`config.mk`:
```
export PLATFORM = sky130hd
export DESIGN_NAME = intf_estimator
export DESIGN_NICKNAME = d
export VERILOG_FILES = /design/src/rtl/intf_estimator.sv
export SDC_FILE = /design/constraint.sdc
export NUM_CORES = 1
export LEC_CHECK = 0
export ABC_AREA = 1
export BUFFER_PORTS_ARGS = -buffer_cell sky130_fd_sc_hd__buf_4
export CAP_MARGIN = 10
export CORE_AREA = 8 8 54 56
export CTS_CLUSTER_DIAMETER = 150
export CTS_CLUSTER_SIZE = 40
export DETAILED_ROUTE_END_ITERATION = 6
export DIE_AREA = 0 0 62 64
export GPL_TIMING_DRIVEN = 1
export PLACE_DENSITY = 0.69
export SETUP_SLACK_MARGIN = 0.1
export SYNTH_ARGS = -nofsm -noshare
export SYNTH_HDL_FRONTEND = slang
export SYNTH_SLANG_ARGS = --single-unit
```
`constraint.sdc`:
```
create_clock -name clk -period 2.9 [get_ports clk]
set_input_delay 0.29 -clock clk [delete_from_list [all_inputs] [get_ports clk]]
set_output_delay 0.29 -clock clk [all_outputs]
set_load 0.02 [all_outputs]
```
`src/rtl/intf_estimator.sv`:
```
module intf_estimator #(
  parameter int W = 4
) (
  input  logic         clk,
  input  logic         rst_n,
  input  logic         in_valid,
  input  logic [W-1:0] pat_a,
  input  logic [W-1:0] pat_b,
  input  logic [1:0]   op,
  output logic [W-1:0] res_a,
  output logic [W-1:0] res_b,
  output logic         intf_flag,
  output logic         out_valid
);
  localparam int CW = $clog2(W + 1);

  logic [W-1:0]  x_nxt, b_nxt;
  logic [CW-1:0] cnt_a, cnt_b;
  logic          flag_nxt;

  assign x_nxt = pat_a ^ pat_b;

  always_comb begin
    unique case (op)
      2'b00: b_nxt = pat_a;
      2'b01: b_nxt = pat_b;
      2'b10: b_nxt = pat_a - pat_b;
      default: b_nxt = pat_a + pat_b;
    endcase
  end

  assign cnt_a = CW'($countones(x_nxt ^ pat_a));
  assign cnt_b = CW'($countones(b_nxt ^ pat_b));
  assign flag_nxt = (2 * cnt_a > CW'(W)) || (2 * cnt_b > CW'(W));

  always_ff @(posedge clk) begin
    if (!rst_n) begin
      res_a     <= '0;
      res_b     <= '0;
      intf_flag <= 1'b0;
      out_valid <= 1'b0;
    end else begin
      out_valid <= in_valid;
      if (in_valid) begin
        res_a     <= x_nxt;
        res_b     <= b_nxt;
        intf_flag <= flag_nxt;
      end
    end
  end


  reset_clear_chk: assert property (@(posedge clk)
    !rst_n |=> (res_a == '0 && res_b == '0 && !intf_flag && !out_valid));


  valid_follow_chk: assert property (@(posedge clk) disable iff (!rst_n)
    out_valid |-> $past(in_valid));


  xor_out_chk: assert property (@(posedge clk) disable iff (!rst_n)
    in_valid |=> (res_a ^ $past(pat_b)) == $past(pat_a));


  pass_b_chk: assert property (@(posedge clk) disable iff (!rst_n)
    (in_valid && op == 2'b01) |=> res_b == $past(pat_b));


  add_wrap_chk: assert property (@(posedge clk) disable iff (!rst_n)
    (in_valid && op == 2'b11) |=> W'(res_b - $past(pat_b)) == $past(pat_a));


  flag_low_chk: assert property (@(posedge clk) disable iff (!rst_n)
    (out_valid && $countones(res_b ^ $past(pat_b)) < 3
               && $countones(res_a ^ $past(pat_a)) < 3) |-> !intf_flag);


  hold_chk: assert property (@(posedge clk) disable iff (!rst_n)
    !in_valid |=> ($stable(res_a) && $stable(res_b) && $stable(intf_flag)));
endmodule

```
; Word level (Yosys, flattened, before mapping)
; Index checks and enable logic that the tools add are counted.
[word_totals]
ff_bits = 10
input_bits = 13
output_inout_bits = 10
word_cells = 22
[op_classes]
add_sub_neg = 8
n_lt_le_gt_ge = 2
n_eq_ne = 2
mux = 1
n_bitwise = 3
reduce_logical = 2
[op_table]
columns = op, count
row1 = 4-bit one-hot mux with 3 select lines, 1
row2 = 4-bit bitwise XOR, 3
row3 = 1-bit by 1-bit adder with 2-bit output, 4
row4 = 4-bit by 3-bit greater-than comparator with 1-bit output (second input constant), 2
row5 = 2-bit by 2-bit adder with 3-bit output, 2
row6 = 4-bit adder, 1
row7 = 4-bit subtractor, 1
row8 = 2-bit by 1-bit equality test with 1-bit output (second input constant), 1
row9 = 2-bit equality test (second input constant), 1
row10 = 2-bit logical NOT, 1
row11 = 1-bit logical OR, 1

; Logic depth before layout (Yosys ltp)
; Gate-level depths: netlist (run 1).
[depth]
ltp_word = 7
depth_mapped = 21

; Worst setup path after synthesis (run 1)
; OpenSTA, ideal clock, no wires.
[synth_timing]
path_kind = input -> register
startpoint = input pat_b[0]
endpoint = register intf_flag
setup_ns = 0.117
arrival_ns = 2.862
setup_slack_ns = -0.079
cell_stages = 13
n_path_buf = 0
path_cell_list = inv_1 -> ha_1 -> a21oi_1 -> fa_1 -> o221ai_2 -> xor2_1 -> fa_1 -> ha_1 -> ha_1 -> nor2_1 -> a21oi_1 -> o221ai_1 -> inv_1
[synth_between]
elab_chain_cells = 7
[synth_lines]
columns = item, line_no
row1 = "start, declared", 8  ; input logic [W-1:0] pat_b,
row2 = 4-bit adder or 4-bit subtractor (tied branches), "28, 27"
row3 = 4-bit one-hot mux with 3 select lines, 24  ; unique case (op)
row4 = 4-bit bitwise XOR, 33  ; assign cnt_b = CW'($countones(b_nxt ^ pat_b));
row5 = 1-bit by 1-bit adder with 2-bit output (implied by the code), 33
row6 = 2-bit by 2-bit adder with 3-bit output (implied by the code), 33
row7 = 4-bit by 3-bit greater-than comparator with 1-bit output, 34  ; assign flag_nxt = (2 * cnt_a > CW'(W)) || (2 * cnt_b > CW'(W));
row8 = 1-bit logical OR *, 34
row9 = "end signal, assigned", 47  ; intf_flag <= flag_nxt;
row10 = "end, declared", 12  ; output logic intf_flag,
; Mark *: on every way between the ends. The rest lies on a longest branch, timed or not.
; A chain may end at the register's enable or synchronous reset.

; Worst setup path after layout (run 1)
[layout_timing]
startpoint = input pat_b[1]
endpoint = register intf_flag
; Same word-level chain as after synthesis.

==> results of run 1 <==
==> per-layer routing <==
metal	GRT usage	vias to the layer above	share of wire
met2	0.206	16	0.53
met3	0.0280	2	0.030
met1	0.149	400	0.44
li1	-	453	-
met4	0.0171	0	0.0065
met5	0	-	0
==> registers in the layout (all words and copies together), names as in the netlist <==
register,flops
res_a,4
res_b,4
intf_flag,1
out_valid,1
==> power groups by stage <==
| stage | Clock (mW) | Combinational (mW) | Sequential (mW) |
|---|---|---|---|
| after detailed placement | 0 | 0.263 | 0.160 |
| after global placement | 0 | 0.250 | 0.159 |
| after floorplan | 0 | 0.154 | 0.174 |
| final | 0.0894 | 0.332 | 0.157 |
| after CTS | 0.0941 | 0.304 | 0.157 |
| after global routing | 0.0999 | 0.369 | 0.158 |
==> cell families after synthesis <==
logic type               count (synthesis)
AO/OA/AOI/OAI                           25
XOR/XNOR                                 8
adder cells (fa/ha/maj)                 13
buffers and inverters                   26
flip-flops                              10
AND/OR/NAND/NOR                         32
==> Yosys cell counts <==
cell type / n
nor2_1: 5
nand2_1: 16
clkbuf_1: 4
nand2_4: 2
buf_2: 2
a21oi_1: 10
o221ai_1: 1
a21oi_2: 1
o221ai_2: 3
o21ai_0: 9
dfxtp_1: 10
fa_1: 3
xor2_1: 2
a21oi_4: 1
buf_6: 1
nand3_2: 1
inv_1: 14
nand3_1: 3
xnor2_1: 6
ha_1: 10
nor2_4: 1
nor3_1: 1
nand2_2: 3
inv_2: 5
==> layout by cell type, fill, tap and decap left out, types with 2 or more instances in the layout <==
cell and n:
nor2_2 2, xor2_1 2, xnor2_1 6, o21ai_0 9, fa_1 3, inv_2 5
nand3_2 2, ha_1 7, nand2_4 2, a21oi_2 3, nand3_1 2, o221ai_2 3
dfxtp_1 10, nor2_1 3, inv_1 12, buf_4 45, clkbuf_4 3, a21oi_4 2
nand2_1 14, a21oi_1 7, ha_4 2, nand2_2 5
==> final timing paths <==
| check | depth (start not counted) | slack, ns | from | to |
|---|---|---|---|---|
| setup reg to reg | 2 | 2.23 | res_a[3] | res_a[3] |
| setup / recovery | 21 | 0.08 | pat_b[1] | intf_flag |
| hold reg to reg | 2 | 0.53 | res_b[0] | res_b[0] |
| hold / removal | 3 | 0.29 | rst_n | out_valid |
==> metrics by stage <==
step | setup slack [ns] | cells | cell area (um^2) | util
5_1_grt | -0.0636 | 185 | 1370 | 0.651
2_1_floorplan | 0.0664 | 114 | 946 | -
3_5_place_dp | -0.305 | 172 | 1220 | 0.581
3_3_place_gp | -0.204 | 172 | 1220 | 0.581
4_1_cts | 0.102 | 186 | 1350 | 0.641
6_report | 0.0754 | 185 | 1370 | 0.651
==> critical path, stage by stage <==
cell and delay, ns:
buf_12 0.09, inv_12 0.03, ha_4 0.14, a21oi_2 0.11
xnor2_1 0.09, ha_1 0.32, nand2_1 0.07, nor2_1 0.04
nor2_2 0.13, nand3_1 0.10, nand3_2 0.11, nand2_2 0.07
nand2_2 0.06, nand2_2 0.05, fa_1 0.51, ha_2 0.19
inv_2 0.05, ha_4 0.26, a21oi_2 0.04, o221ai_1 0.16
inv_1 0.05
==> repair_timing <==
item                                   4_1_cts  5_1_grt
endpoints found under the hold margin        0        0
resized for setup                            7        6
setup buffers                               11        1
pin swaps                                   11       18
setup endpoints to repair                    1        2
==> layout make-up <==
cell class,instances,share of cell area
multi-input cells,78,0.475
repair buffers,47,0.272
flip-flops and latches,10,0.146
inverters,19,0.0648
well taps,28,0.0255
clock buffers,3,0.0164
==> results by group, run 1 <==
Outcome
  – Status: complete, no violations

Timing
  – Peak Freq: 354 MHz
  – Final min period: 2.82 ns
  – RSZ-0062 raised after global routing: yes
  – Clk_skew: 0 ns
  – Worst slew margin: 0.854
  – Slew Limit Fails: 0
  – Worst-Margin Slew: 0.217 ns
  – Final Hold Fails: 0
  – Final Cycle Share: 0.974
  – Setup TNS Final: 0 ns
  – Setup violators final: 0
  – Fin Hold WS: 0.290 ns

Synthesis
  – Synthesis Warnings: 0
  – Fraction of the mapped netlist area in adder cells: 0.206
  – Sequential share of the synthesized area: 0.223
  – Post-Synth Simple-Gate Area: 0.180
  – Mapped Cells: 114
  – Multiplexer share of the synthesized area: 0
  – Largest family of logic cells by synthesized area: adder cells
  – Xor-xnor portion of the synthesized cell area: 0.0780
  – Cell taking the most area after synthesis: dfxtp_1
  – Ranking of synthesized cells by area: dfxtp_1, ha_1, fa_1, nand2_1, inv_1
  – Post-Syn Nets: 140
  – Area share of the largest cell type after synthesis: 0.223
  – Compound-Gate Fraction of Synth Area: 0.194
  – Cell variety after synth: 24
  – Post-Syn Area: 898 um^2
  – Synthesized flop and latch total: 10
  – Syn_area_per_cell: 7.88 um^2

Routing
  – Via density: 4.71
  – Routed via count: 871
  – WL final: 2300 um
  – Post-route ant nets: 0
  – DRC Markers: 0
  – Drt pass-1 iters: 4
  – Detail-routed net length per standard cell: 12.4 um
  – Initial drt markers: 31

Placement
  – IO buf count: 22
  – Post-DP HPWL: 1750 um
  – GP Congestion: 0.853

Clock network
  – Num CTS Buffers: 3
  – CTS root buffer: clkbuf_4
  – Max clock buf depth: 2
  – Clock-pin slew on the worst setup and hold paths: 0.06 ns
  – CTS Hold Bufs: 0
  – CTS tree: yes
  – TritonCTS sink count: 10
  – Worst skew pair latency: 0.25 ns
  – H-tree depth: 1

Power and ir drop
  – PD cells: 422 mW/mm^2
  – Internal: 367 uW
  – Switching share of power: 0.365
  – Reg power frac: 0.271
  – Clk pwr share: 0.154
  – Comb pwr share: 0.574
  – Total power: 578 uW
  – Worst IR drop on VDD: 0.328 mV
  – Switching pwr: 211 uW
  – P_leak: 0.686 nW

Floorplanning
  – I/O Pins: 23
  – Starting Density: 0.427
  – # rows: 17
  – Die width: 62 um
  – Floorplan core area: 0.00211 mm^2
  – Die ar.: 0.00397 mm^2
  – Die Y: 64 um

Setup path
  – Worst Path Arrival: 2.97 ns
  – CP Class: input pin to register
  – Required @ worst endpoint: 3.05 ns
  – CP Max Fanout: 3
  – Startpoint Class: input pin
  – Crit. End Element: register

Global route
  – Vias in the first global route: 863
  – Gr ovfl total: 0
  – Pin count of the biggest net entering global routing: 20
  – Global-route wire length before repair: 3740 um
  – Initial antenna violation count: 0
  – Tot GR Track Use: 0.120

Worst hold path
  – Worst min path class: input pin to register

Run
  – Max cap viols: 0

Layout
  – Area growth syn-to-layout: 52.6%
  – FILL cells: 176
  – Fraction of layout cells with a size suffix above 1: 0.510
  – Reg area: 200 um^2
  – Nets: 185
  – Diodes inserted: 0
  – Multi-input logic area: 652 um^2
No activity file was read; power rests on OpenSTA's default activity.
==> inputs of run 2 (changes only) <==
- CORE_AREA: 8 8 54 56 -> 8 8 52 54
- CTS_BUF_LIST: not set -> sky130_fd_sc_hd__clkbuf_4 sky130_fd_sc_hd__clkbuf_8
- DIE_AREA: 0 0 62 64 -> 0 0 60 62
- PLACE_DENSITY: 0.69 -> 0.76
==> run 2 against run 1 <==
Clock skew unchanged. Clock power grew 1%. Critical path depth unchanged. Via count fell by 4.5%. Count of clock-buffer cells in the layout is the same. Non-clock buffer count decreased by 11. Register-to-register slack barely moved. Die area down 6.3%. Combinational power fell by 6.9%. Core utilization up 3.5 points. Highest routed layer unchanged.
==> results by group, run 2 (same netlist as run 1, synthesis figures left out) <==
Setup path
  – CP Max Fanout: 3 (unchanged)
  – Crit. End Element: register
  – CP Class: input pin to register
  – CP max-delay cell: fa_1
  – Startpoint Class: input pin
  – Critical path's largest stage delay: 0.53 ns (+0.02 ns)
  – Delay-heaviest family, CP: adder cells
  – Worst Path Arrival: 2.99 ns (+0.02 ns)
  – Required @ worst endpoint: 3.06 ns (about the same)
  – WP buf/inv: 4 (unchanged)
  – Crit path top cell by count: nand2_2
  – Worst path cell trace: buf_6, inv_6, ha_4, a21oi_2, xnor2_1, ha_1, nand2_1, nand2_1, nor2_2, nand3_2, nand3_2, nand2_2, nand2_2, nand2_2, fa_1, ha_2, inv_2, ha_4, a21oi_2, o221ai_2, inv_1

Floorplanning
  – Die ar.: 0.00372 mm^2 (-6.3%)
  – # rows: 16 (-1)
  – Die Y: 62 um (-3.1%)
  – Die width: 60 um (-3.2%)
  – Floorplan core area: 0.00190 mm^2 (-9.7%)
  – I/O Pins: 23 (unchanged)
  – Starting Density: 0.472 (+0.0457)

Global route
  – Pin count of the biggest net entering global routing: 20 (unchanged)
  – Tot GR Track Use: 0.127 (+0.00622)
  – GR met1 Demand/Resource: 0.137 (-0.0116)
  – Met3 usage: 0.0391 (+0.0111)
  – Vias in the first global route: 886 (+2.7%)
  – Met2 Use GR: 0.238 (+0.0328)
  – Initial antenna violation count: 0 (unchanged)
  – Gr ovfl total: 0 (unchanged)
  – GR peak layer: met2
  – Global-route wire length before repair: 3710 um (-0.91%)

Routing
  – Drt pass-1 iters: 4 (unchanged)
  – Via density: 4.81 (+2.1%)
  – Initial drt markers: 24 (-23%)
  – WL final: 2270 um (-1.1%)
  – Routed via count: 832 (-4.5%)
  – DRC Markers: 0 (unchanged)
  – Post-route ant nets: 0 (unchanged)
  – Detail-routed net length per standard cell: 13.1 um (+5.7%)

Layout
  – Final Util: 0.686 (+0.0350)
  – Commonest non-fill, non-tap cell in the layout: buf_4
  – FILL cells: 156 (-11%)
  – Area growth syn-to-layout: 45.3%
  – Multi-input logic area: 673 um^2 (+3.3%)
  – Fraction of layout cells with a size suffix above 1: 0.500 (-0.00955)
  – Leading cell types in the layout, fill and taps excluded: buf_4, nand2_1, inv_1, dfxtp_1, o21ai_0
  – Diodes inserted: 0 (unchanged)
  – Biggest regs: res_a x4, res_b x4
  – Reg area: 200 um^2 (unchanged)
  – Nets: 174 (-5.9%)

Timing
  – Clk_skew: 0 ns (unchanged)
  – Setup violators final: 0 (unchanged)
  – Final min period: 2.83 ns (+0.00796 ns)
  – Final WS setup: 0.0674 ns (-0.00796 ns)
  – Peak Freq: 353 MHz (-0.28%)
  – Slew Limit Fails: 0 (unchanged)
  – Final Cycle Share: 0.977 (+0.00274)
  – Worst-Margin Slew: 0.273 ns (+0.0560 ns)
  – Final Hold Fails: 0 (unchanged)
  – Worst slew margin: 0.816 (-0.0382)
  – RSZ-0062 raised after global routing: yes

Run
  – Max cap viols: 0 (unchanged)

Clock network
  – CTS root buffer: clkbuf_4
  – Clock-pin slew on the worst setup and hold paths: 0.06 ns (about the same)
  – Setup bufs post-CTS: 0 (-11)
  – Num CTS Buffers: 3 (unchanged)
  – H-tree depth: 1 (unchanged)
  – Max clock buf depth: 2 (unchanged)
  – CTS Hold Bufs: 0 (unchanged)
  – TritonCTS sink count: 10 (unchanged)
  – CTS tree: yes
  – Worst skew pair latency: 0.26 ns (about the same)

Outcome
  – Status: complete, no violations

Power and ir drop
  – P_leak: 0.634 nW (-7.6%)
  – Worst IR drop on VDD: 0.341 mV (+3.8%)
  – PD cells: 427 mW/mm^2 (+1.1%)

Placement
  – Post-DP HPWL: 1840 um (+4.8%)
  – IO buf count: 22 (unchanged)
  – GP Congestion: 0.788 (-7.6%)
  – Dpl ws: -0.244 ns (+0.0615 ns)

Worst hold path
  – Worst min path class: input pin to register
run 2: cell types whose count changed in the layout (fill, tap and decap cells not counted), sizes merged:
cell,change
buf,-11
run 2: worst paths after layout:
kind                                start        end  slack [ns]  cells after the start
worst max-delay path             pat_b[0]  intf_flag        0.07                     21
worst max register to register   res_b[3]   res_b[3]        2.22                      2
worst min register to register  intf_flag  intf_flag        0.51                      2
worst min-delay path                rst_n  out_valid        0.29                      3
run 2: area by class of cell:
cell class              count  area share
inverters                  19      0.0681
repair buffers             36       0.220
multi-input cells          78       0.516
well taps                  27      0.0259
clock buffers               3      0.0173
flip-flops and latches     10       0.153
run 2: report_power, final:
part,internal (mW),leakage [nW],switching (mW)
sequential,0.150,0.0833,0.00666
clock,0.0477,0.0138,0.0429
combinational,0.148,0.537,0.162
run 2: per-stage QoR:
| stage | setup TNS [ns] | instance area (um^2) | power, mW | hold slack, ns | instances |
|---|---|---|---|---|---|
| 2_1_floorplan | 0 | 946 | 0.329 | 0.462 | 114 |
| 3_3_place_gp | -0.174 | 1210 | 0.407 | 0.509 | 170 |
| 3_5_place_dp | -0.244 | 1210 | 0.419 | 0.509 | 170 |
| 4_1_cts | 0 | 1250 | 0.515 | 0.285 | 173 |
| 5_1_grt | -0.0963 | 1310 | 0.602 | 0.306 | 173 |
| 6_report | 0 | 1310 | 0.557 | 0.293 | 173 |
run 2: worst register-to-register path, cell delays in order (launching register included):
cell and delay [ns]:
dfxtp_1 0.31, o21ai_0 0.21, a21oi_2 0.04
run 2: timing repair:
action / 4_1_cts / 5_1_grt
pin swaps: 8 / 14
resized for setup: 5 / 12
hold endpoints to repair: 0 / 0
endpoints found under the setup margin: 1 / 1
run 2: per-layer routing:
metal	vias up	share of wire
met5	-	0
met4	0	0.0070
met3	2	0.044
met2	16	0.58
met1	386	0.37
li1	428	-
==> inputs of run 3 (changes only) <==
- CORE_AREA: 8 8 52 54 -> 8 8 57 59
- DIE_AREA: 0 0 60 62 -> 0 0 65 67
- PLACE_DENSITY: 0.76 -> not set
- SKIP_CTS_REPAIR_TIMING: not set -> 1
==> run 3 against run 2 <==
Count of clock-buffer cells in the layout unchanged. Via count decreased by 5.4%. Power decreased by 4.1%. Worst setup slack improved by 0.064 ns. Hold slack improved by 0.0037 ns. Critical path type unchanged. Critical endpoint unchanged. Largest power group unchanged. Highest routed layer unchanged.
==> results by group, run 3 (same netlist as run 1, synthesis figures left out) <==
Routing
  – WL final: 1960 um (-14%)
  – Initial drt markers: 9 (-63%)
  – Via density: 4.45 (-7.5%)
  – Post-route ant nets: 0 (unchanged)
  – Drt pass-1 iters: 2 (-2)
  – Detail-routed net length per standard cell: 11.1 um (-16%)
  – Routed via count: 787 (-5.4%)
  – DRC Markers: 0 (unchanged)

Clock network
  – Max clock buf depth: 2 (unchanged)
  – CTS root buffer: clkbuf_4
  – H-tree depth: 1 (unchanged)
  – Worst skew pair latency: 0.26 ns (about the same)
  – Clock-pin slew on the worst setup and hold paths: 0.06 ns (about the same)
  – TritonCTS sink count: 10 (unchanged)
  – CTS tree: yes
  – Num CTS Buffers: 3 (unchanged)

Layout
  – Fraction of layout cells with a size suffix above 1: 0.463 (-0.0374)
  – Final Util: 0.547 (-0.139)
  – FILL cells: 233 (+49%)
  – Area growth syn-to-layout: 44.0%
  – Biggest regs: res_a x4, res_b x4
  – Leading cell types in the layout, fill and taps excluded: buf_4, nand2_1, inv_1, dfxtp_1, o21ai_0
  – Multi-input logic area: 647 um^2 (-3.9%)
  – Reg area: 200 um^2 (unchanged)
  – Commonest non-fill, non-tap cell in the layout: buf_4
  – Nets: 175 (+0.57%)
  – Diodes inserted: 0 (unchanged)

Timing
  – Final min period: 2.77 ns (-0.0636 ns)
  – Worst-Margin Slew: 0.219 ns (-0.0545 ns)
  – Peak Freq: 361 MHz (+2.3%)
  – RSZ-0062 raised after global routing: yes
  – Worst slew margin: 0.854 (+0.0382)
  – Setup TNS Final: 0 ns (unchanged)
  – Slew Limit Fails: 0 (unchanged)
  – Fin Hold WS: 0.296 ns (+0.00370 ns)
  – Setup violators final: 0 (unchanged)
  – Final Hold Fails: 0 (unchanged)
  – Final Cycle Share: 0.955 (-0.0219)
  – Clk_skew: 0 ns (unchanged)

Setup path
  – Crit. End Element: register
  – Startpoint Class: input pin
  – Required @ worst endpoint: 3.06 ns (about the same)
  – Worst Path Arrival: 2.93 ns (-0.06 ns)
  – CP max-delay cell: fa_1
  – CP Class: input pin to register
  – Worst path cell trace: buf_4, inv_2, nand2_2, nor2_1, a21oi_4, fa_1, o221ai_2, xor2_1, fa_1, ha_2, ha_1, nor2_1, a21oi_2, o221ai_1, inv_1
  – Critical path's largest stage delay: 0.48 ns (-0.05 ns)
  – CP Max Fanout: 3 (unchanged)
  – WP buf/inv: 3 (-1)
  – Delay-heaviest family, CP: adder cells

Global route
  – Gr ovfl total: 0 (unchanged)
  – Vias in the first global route: 748 (-16%)
  – Global-route wire length before repair: 3350 um (-9.7%)
  – Pin count of the biggest net entering global routing: 20 (unchanged)
  – Tot GR Track Use: 0.0961 (-0.0305)
  – Initial antenna violation count: 0 (unchanged)

Run
  – Max cap viols: 0 (unchanged)

Floorplanning
  – Die width: 65 um (+8.3%)
  – I/O Pins: 23 (unchanged)
  – Die Y: 67 um (+8.1%)
  – Floorplan core area: 0.00236 mm^2 (+24%)
  – Die ar.: 0.00436 mm^2 (+17%)
  – Starting Density: 0.380 (-0.0925)
  – # rows: 18 (+2)

Placement
  – IO buf count: 22 (unchanged)
  – Post-DP HPWL: 1670 um (-9.0%)
  – GP Congestion: 0.814 (+3.4%)

Power and ir drop
  – PD cells: 413 mW/mm^2 (-3.2%)
  – Worst IR drop on VDD: 0.369 mV (+8.3%)
  – P_leak: 0.636 nW (+0.34%)

Outcome
  – Status: complete, no violations

Worst hold path
  – Worst min path class: input pin to register
==> run 3: changes by cell type in the layout (fill, tap and decap cells not counted), sizes merged <==
cell and change:
buf +1
==> run 3: area by class of cell <==
class | count | area share
tap | 30 | 0.0290
inverter | 19 | 0.0687
timing repair buffer | 37 | 0.230
clock buffer | 3 | 0.0174
sequential | 10 | 0.155
multi-input combinational | 78 | 0.500
==> run 3: worst register-to-register path: stages (launching register included) <==
cell and delay (ns):
dfxtp_1 0.32, o221ai_1 0.17, inv_1 0.05
==> run 3: final timing paths <==
check | startpoint | to | slack [ns] | cells past startpoint
worst max-delay path | op[0] | intf_flag | 0.13 | 15
worst min-delay path | rst_n | out_valid | 0.30 | 3
worst max register to register | intf_flag | intf_flag | 2.26 | 2
worst min register to register | res_a[3] | res_a[3] | 0.52 | 2
==> run 3: per-layer routing <==
layer,vias up,track usage,share of wire
met5,-,0,0
met4,0,0.0327,0.0046
met3,2,0.0319,0.040
met2,14,0.161,0.48
met1,338,0.112,0.48
li1,433,-,-
==> run 3: per-stage QoR <==
step | instances | setup slack (ns) | area (um^2) | total power, mW
after floorplan | 114 | 0.0664 | 946 | 0.329
after global placement | 172 | -0.196 | 1210 | 0.408
after detailed placement | 172 | -0.234 | 1210 | 0.415
after CTS | 175 | 0.0461 | 1230 | 0.509
after global routing | 177 | -0.0419 | 1290 | 0.584
final | 177 | 0.131 | 1290 | 0.534
==> run 3: where the power goes <==
group          internal (mW)  switching (mW)  leakage [nW]
logic                  0.142           0.145         0.539
clock network         0.0477          0.0434        0.0138
registers              0.150         0.00601        0.0833
total                  0.339           0.195         0.636
